### src/rtl/cal_pkg.sv
package cal_pkg;

    typedef enum logic [2:0] {
        FLD_SEC   = 3'd0,
        FLD_MIN   = 3'd1,
        FLD_HOUR  = 3'd2,
        FLD_WDAY  = 3'd3,
        FLD_DATE  = 3'd4,
        FLD_MONTH = 3'd5,
        FLD_YEAR  = 3'd6,
        FLD_NONE  = 3'd7
    } field_e;

    typedef struct packed {
        logic       osf;
        logic [6:0] sec;
        logic [6:0] min;
        logic [5:0] hour;
        logic [2:0] wday;
        logic [5:0] date;
        logic       century;
        logic [4:0] month;
        logic [7:0] year;
    } clock_state_t;

    // BCD successor of a two-digit value (no wrap handling; callers wrap).
    function automatic logic [7:0] bcd_succ(input logic [7:0] v);
        if (v[3:0] == 4'h9) return {v[7:4] + 4'h1, 4'h0};
        else                return {v[7:4], v[3:0] + 4'h1};
    endfunction

    // Two-digit BCD year divisible by four: (10*t + u) mod 4 == (2*t + u) mod 4.
    function automatic logic bcd_leap(input logic [7:0] y);
        logic [1:0] r;
        r = y[1:0] + {y[4], 1'b0};
        return (r == 2'b00);
    endfunction

endpackage

### src/rtl/cal_prescaler.sv
module cal_prescaler #(
    parameter int TICKS = 64
) (
    input  logic clk,
    input  logic rst_n,
    input  logic tick_i,
    input  logic stop_i,
    output logic sec_pulse_o
);
    localparam int W    = (TICKS > 1) ? $clog2(TICKS) : 1;
    localparam int HALF = TICKS / 2;

    logic [W-1:0] cnt_d, cnt_q;

    always_comb begin
        cnt_d = cnt_q;
        if (stop_i)                        cnt_d = '0;
        else if (tick_i) begin
            if (cnt_q == W'(TICKS - 1))    cnt_d = '0;
            else                           cnt_d = cnt_q + W'(1);
        end
    end

    always_ff @(posedge clk) begin
        if (!rst_n) cnt_q <= '0;
        else        cnt_q <= cnt_d;
    end

    // Firing at the midpoint gives a half period from a cleared count.
    assign sec_pulse_o = tick_i && !stop_i && (cnt_q == W'(HALF - 1));

endmodule

### src/rtl/cal_month_limit.sv
module cal_month_limit (
    input  logic [4:0] month_i,
    input  logic       leap_i,
    output logic [5:0] last_o
);
    always_comb begin
        case (month_i)
            5'h04, 5'h06, 5'h09, 5'h11: last_o = 6'h30;
            5'h02:                      last_o = leap_i ? 6'h29 : 6'h28;
            default:                    last_o = 6'h31;
        endcase
    end
endmodule

### src/rtl/cal_readmux.sv
module cal_readmux
    import cal_pkg::*;
(
    input  clock_state_t st_i,
    input  logic [2:0]   sel_i,
    output logic [7:0]   data_o
);
    always_comb begin
        case (field_e'(sel_i))
            FLD_SEC:   data_o = {st_i.osf, st_i.sec};
            FLD_MIN:   data_o = {1'b0, st_i.min};
            FLD_HOUR:  data_o = {2'b00, st_i.hour};
            FLD_WDAY:  data_o = {5'b00000, st_i.wday};
            FLD_DATE:  data_o = {2'b00, st_i.date};
            FLD_MONTH: data_o = {st_i.century, 2'b00, st_i.month};
            FLD_YEAR:  data_o = st_i.year;
            default:   data_o = 8'h00;
        endcase
    end
endmodule

### src/rtl/bcd_calendar_chain.sv
module bcd_calendar_chain
    import cal_pkg::*;
#(
    parameter int TICKS_PER_SEC = 64
) (
    input  logic       clk,
    input  logic       rst_n,
    input  logic       tick_i,
    input  logic       stop_i,
    input  logic       wr_en_i,
    input  logic [2:0] wr_sel_i,
    input  logic [7:0] wr_data_i,
    input  logic [2:0] rd_sel_i,
    output logic [7:0] rd_data_o
);
    localparam clock_state_t RESET_STATE = '{
        osf: 1'b1, sec: 7'h00, min: 7'h00, hour: 6'h00, wday: 3'd0,
        date: 6'h01, century: 1'b0, month: 5'h01, year: 8'h00
    };

    clock_state_t st_d, st_q;
    logic         sec_pulse;
    logic [5:0]   last_date;
    logic         min_step, hour_step, day_step, mon_step, year_step;

    cal_prescaler #(.TICKS(TICKS_PER_SEC)) i_prescaler (
        .clk         (clk),
        .rst_n       (rst_n),
        .tick_i      (tick_i),
        .stop_i      (stop_i),
        .sec_pulse_o (sec_pulse)
    );

    cal_month_limit i_month_limit (
        .month_i (st_q.month),
        .leap_i  (bcd_leap(st_q.year)),
        .last_o  (last_date)
    );

    cal_readmux i_readmux (
        .st_i   (st_q),
        .sel_i  (rd_sel_i),
        .data_o (rd_data_o)
    );

    always_comb begin
        st_d      = st_q;
        min_step  = sec_pulse && (st_q.sec   == 7'h59);
        hour_step = min_step  && (st_q.min   == 7'h59);
        day_step  = hour_step && (st_q.hour  == 6'h23);
        mon_step  = day_step  && (st_q.date  == last_date);
        year_step = mon_step  && (st_q.month == 5'h12);

        if (sec_pulse)
            st_d.sec = min_step ? 7'h00 : 7'(bcd_succ({1'b0, st_q.sec}));
        if (min_step)
            st_d.min = hour_step ? 7'h00 : 7'(bcd_succ({1'b0, st_q.min}));
        if (hour_step)
            st_d.hour = day_step ? 6'h00 : 6'(bcd_succ({2'b00, st_q.hour}));
        if (day_step) begin
            st_d.wday = (st_q.wday == 3'd6) ? 3'd0 : st_q.wday + 3'd1;
            st_d.date = mon_step ? 6'h01 : 6'(bcd_succ({2'b00, st_q.date}));
        end
        if (mon_step)
            st_d.month = year_step ? 5'h01 : 5'(bcd_succ({3'b000, st_q.month}));
        if (year_step) begin
            if (st_q.year == 8'h99) begin
                st_d.year    = 8'h00;
                st_d.century = ~st_q.century;
            end else begin
                st_d.year = bcd_succ(st_q.year);
            end
        end

        if (wr_en_i) begin
            case (field_e'(wr_sel_i))
                FLD_SEC: begin
                    st_d.osf = st_q.osf & wr_data_i[7];
                    st_d.sec = wr_data_i[6:0];
                end
                FLD_MIN:   st_d.min  = wr_data_i[6:0];
                FLD_HOUR:  st_d.hour = wr_data_i[5:0];
                FLD_WDAY:  st_d.wday = wr_data_i[2:0];
                FLD_DATE:  st_d.date = wr_data_i[5:0];
                FLD_MONTH: begin
                    st_d.century = wr_data_i[7];
                    st_d.month   = wr_data_i[4:0];
                end
                FLD_YEAR:  st_d.year = wr_data_i;
                default:   ;
            endcase
        end
    end

    always_ff @(posedge clk) begin
        if (!rst_n) st_q <= RESET_STATE;
        else        st_q <= st_d;
    end

endmodule

### config.mk
export PLATFORM = sky130hd
export DESIGN_NAME = bcd_calendar_chain
export DESIGN_NICKNAME = d
export VERILOG_FILES = /design/src/rtl/cal_pkg.sv /design/src/rtl/cal_prescaler.sv /design/src/rtl/cal_month_limit.sv /design/src/rtl/cal_readmux.sv /design/src/rtl/bcd_calendar_chain.sv
export SDC_FILE = /design/constraint.sdc
export NUM_CORES = 1
export LEC_CHECK = 0
export BUFFER_PORTS_ARGS = -buffer_cell sky130_fd_sc_hd__buf_2
export CELL_PAD_IN_SITES_DETAIL_PLACEMENT = 1
export CELL_PAD_IN_SITES_GLOBAL_PLACEMENT = 2
export CORE_ASPECT_RATIO = 1.1
export CORE_MARGIN = 2
export CORE_UTILIZATION = 39
export DETAILED_ROUTE_END_ITERATION = 7
export PLACE_DENSITY = 0.93
export SETUP_SLACK_MARGIN = 0.5
export SKIP_CTS_REPAIR_TIMING = 1
export SLEW_MARGIN = 20
export SYNTH_ARGS = -nofsm -noshare
export SYNTH_HDL_FRONTEND = slang
export SYNTH_HIERARCHICAL = 1
export SYNTH_SLANG_ARGS = --single-unit
### constraint.sdc
create_clock -name clk -period 6.3 [get_ports clk]
set_input_delay 0.315 -clock clk [delete_from_list [all_inputs] [get_ports clk]]
set_output_delay 0.315 -clock clk [all_outputs]
set_load 0.02 [all_outputs]
==> summary.md <==
Status
* **result of the run** complete, no violations

Logic synthesis
* **main combinational cell family by area after synthesis** simple AND/OR/NAND/NOR gates
* **portion of the post-synthesis area used by sequential elements** 0.276
* **leading cell types by total area after synthesis** sky130_fd_sc_hd__dfxtp_1 28%, sky130_fd_sc_hd__o21ai_0 6.8%, sky130_fd_sc_hd__ha_1 5.5%
* **multiplexer area fraction after synthesis** 0.0663
* **area share of the leading cell type in the synthesized netlist** 0.276
* **async set-or-reset flop fraction in the synthesized netlist** 0
* **number of enable-type register cells in the synthesized netlist** 0
* **Unique masters post-synth** 77
* **total of warnings raised by yosys** 6
* **Yosys reg bits** 50
* **xor-xnor portion of the synthesized cell area** 0.0435
* **area fraction in compound gates after synthesis** 0.228
* **synthesized area divided by synthesized cell count** 8.09 µm²
* **Mapped Cells** 448
* **Post-Synth Adder-Cell Area** 0.0553
* **cell type contributing the most total cell area after synthesis** sky130_fd_sc_hd__dfxtp_1
* **Post-Syn Area** 3620 µm²
* **primary flip-flop cell chosen by synthesis mapping** sky130_fd_sc_hd__dfxtp_1
* **simple-gate area share of the yosys netlist** 0.273

STA
* **unrepaired setup endpoints after global routing** false
* **Max Transition Viols Final** 0
* **shortest clock period the worst path allows after layout** 3.50 ns
* **post-route clock period utilization** 0.556
* **maximum operating frequency** 285 MHz
* **Post-Route Skew** 0.00863 ns
* **slack of the critical path** 2.80 ns
* **setup_tns** 0 ns
* **worst-case headroom to the max-slew limit** 0.470
* **hold slack final** 0.312 ns
* **Fin. Hold Viols** 0
* **endpoints failing setup** 0
* **transition at the pin with the smallest max-transition slack** 0.789 ns

CTS
* **# clock sinks** 50
* **later-pin clock latency in the skew report** 0.30 ns
* **Max clock buf depth** 2
* **depth of the CTS H-tree** 2
* **Num CTS Buffers** 5
* **clock transition time at the flip-flop clock pins of the worst setup and hold paths** 0.10 ns
* **clock root buffer** sky130_fd_sc_hd__clkbuf_8
* **TritonCTS clock tree** done

Detailed routing
* **count of routing violations after the opening detailed-route iteration** 165
* **router iterations before antenna repair** 4
* **number of design rule violations left after detail routing** 0
* **total wire length after detailed routing** 11200 µm
* **via density per instance** 5.99
* **vias after detailed routing** 3444
* **Wirelength per Cell** 19.5 µm
* **remaining number of nets flagged by the antenna check after routing** 0

Critical path
* **sequence of cells on the critical path** ha_1, nand3_1, nor4_2, and4_4, nand4_4, nor4_4, nand2_4, or3_1, a31oi_1
* **Max stage delay on crit path** 0.71 ns
* **endpoint class of the critical path** register
* **data required time of the critical path** 6.53 ns
* **worst-path maximum fanout** 11
* **highest-delay cell along the critical path** sky130_fd_sc_hd__nor4_2
* **Worst setup SP type** register
* **Setup CP Type** reg -> reg
* **Critical Path AT** 3.73 ns

Cells and area
* **share of final-layout standard cells stronger than drive strength 1** 0.145
* **# diodes** 0
* **summed area of non-filler cells in the final layout** 3860 µm²
* **commonest cells after routing, fill and taps aside** 50 x sky130_fd_sc_hd__dfxtp_1, 49 x sky130_fd_sc_hd__o21ai_0, 42 x sky130_fd_sc_hd__nor2_1
* **nets** 495
* **commonest non-fill, non-tap cell in the layout** sky130_fd_sc_hd__dfxtp_1
* **synthesis-to-layout area growth** 6.49%
* **final cell count without fillers** 575
* **Layout fillers** 1103
* **core occupancy in the finished layout** 0.430

Power and ir drop
* **net switching component of the power** 0.183 mW
* **Static Leak** 1.45 nW
* **Int Pwr** 0.448 mW
* **worst ir drop on vdd** 0.0752 mV
* **fraction of power consumed by combinational cells** 0.143
* **total power density per cell area** 164 nW/µm²
* **switching fraction of total power** 0.290
* **fraction of power consumed by sequential logic** 0.540
* **fraction of power consumed by the clock network** 0.317
* **post-layout total power** 0.632 mW

Die
* **number of cell rows** 36
* **Top-Level Pins** 27
* **starting density of the core** 0.404
* **core outline area** 8960 µm²
* **Horiz. Die Dim** 95.9 µm
* **Total Die Area** 10100 µm²
* **height of the die** 105 µm

GRT
* **antenna violations before repair** 0
* **wire length of the first global-routing pass** 18200 µm
* **pin count of the biggest net entering global routing** 32
* **via count of the first global-routing pass** 3519
* **GR Overflow Total** 0
* **total track usage** 0.230

Run
* **maximum capacitance violations** 0

Placement
* **count of buffers from port buffering** 26
* **Cells after DPL** 567
* **cell area after placement** 3770 µm²
* **routability congestion estimate from global placement** 0.868
* **Place WS** 2.84 ns
* **hpwl dp** 8310 µm

Worst hold path
* **class of the worst hold path** in -> reg

==> critical path: cells and delay by family, from the launching register on <==
family                     cells  cell delay, ns
AOI/OAI and AO/OA              1            0.16
adders and majority gates      1            0.22
DFF                            1            0.40
and+or+nand+nor                7            2.65
==> state kept, by name, summed over array words and instances (netlist names) <==
signal             count
st_q                  44
i_prescaler/cnt_q      6
==> cells in the mapped netlist, types with 4 or more instances <==
cell and number:
sky130_fd_sc_hd__dfxtp_1 50, sky130_fd_sc_hd__o21ai_0 49, sky130_fd_sc_hd__nor2_1 42, sky130_fd_sc_hd__nand2_1 28, sky130_fd_sc_hd__a21oi_1 24, sky130_fd_sc_hd__nand3_1 23
sky130_fd_sc_hd__inv_1 17, sky130_fd_sc_hd__ha_1 16, sky130_fd_sc_hd__a31oi_1 13, sky130_fd_sc_hd__clkbuf_1 12, sky130_fd_sc_hd__mux2i_1 12, sky130_fd_sc_hd__nor2b_1 11
sky130_fd_sc_hd__xnor2_1 11, sky130_fd_sc_hd__a211oi_1 10, sky130_fd_sc_hd__nor3_1 9, sky130_fd_sc_hd__mux2_2 8, sky130_fd_sc_hd__xor2_1 7, sky130_fd_sc_hd__nor3b_1 6
sky130_fd_sc_hd__or3_1 6, sky130_fd_sc_hd__a22oi_1 5, sky130_fd_sc_hd__buf_4 5, sky130_fd_sc_hd__nand4_1 5, sky130_fd_sc_hd__o211ai_1 5, sky130_fd_sc_hd__and3_1 4
sky130_fd_sc_hd__buf_6 4, sky130_fd_sc_hd__nand3b_1 4
==> final cells by class <==
type                    instances  area, µm²  area share
multi-input cells             358       2420       0.628
flip-flops and latches         50       1000       0.259
well taps                     114        143      0.0370
repair buffers                 26        130      0.0337
clock buffers                   7       86.3      0.0224
inverters                      19       71.3      0.0185
clock inverters                 1       5.00     0.00130
==> metal layers <==
metal / up-vias / track usage / share of wire
li1: 1664 / - / -
met1: 1718 / 0.307 / 0.47
met2: 48 / 0.391 / 0.49
met3: 14 / 0.0317 / 0.029
met4: 0 / 0.0490 / 0.015
met5: - / 0 / 0
==> final timing paths <==
path	startpoint	end	slack, ns	cells past startpoint
hold reg to reg	st_q[43]	st_q[43]	0.50	2
setup reg to reg	i_prescaler/cnt_q[0]	st_q[0]	2.80	9
setup / recovery	i_prescaler/cnt_q[0]	st_q[0]	2.80	9
hold / removal	wr_data_i[7]	st_q[43]	0.31	3
==> power groups by stage <==
stage,clock network [mW],logic [mW],registers [mW]
floorplan,0,0.0638,0.342
global placement,0,0.0869,0.347
detailed placement,0,0.0897,0.348
CTS,0.205,0.0901,0.341
global route,0.217,0.0998,0.343
finish,0.200,0.0904,0.341
==> kinds of logic after synthesis <==
kind of cell    after synthesis
flops                        50
buf+inv                      41
xor+xnor                     18
simple gates                168
compound gates              131
other cells                   2
fa+ha+maj                    16
mux                          22
(Power assumes the default switching activity.)
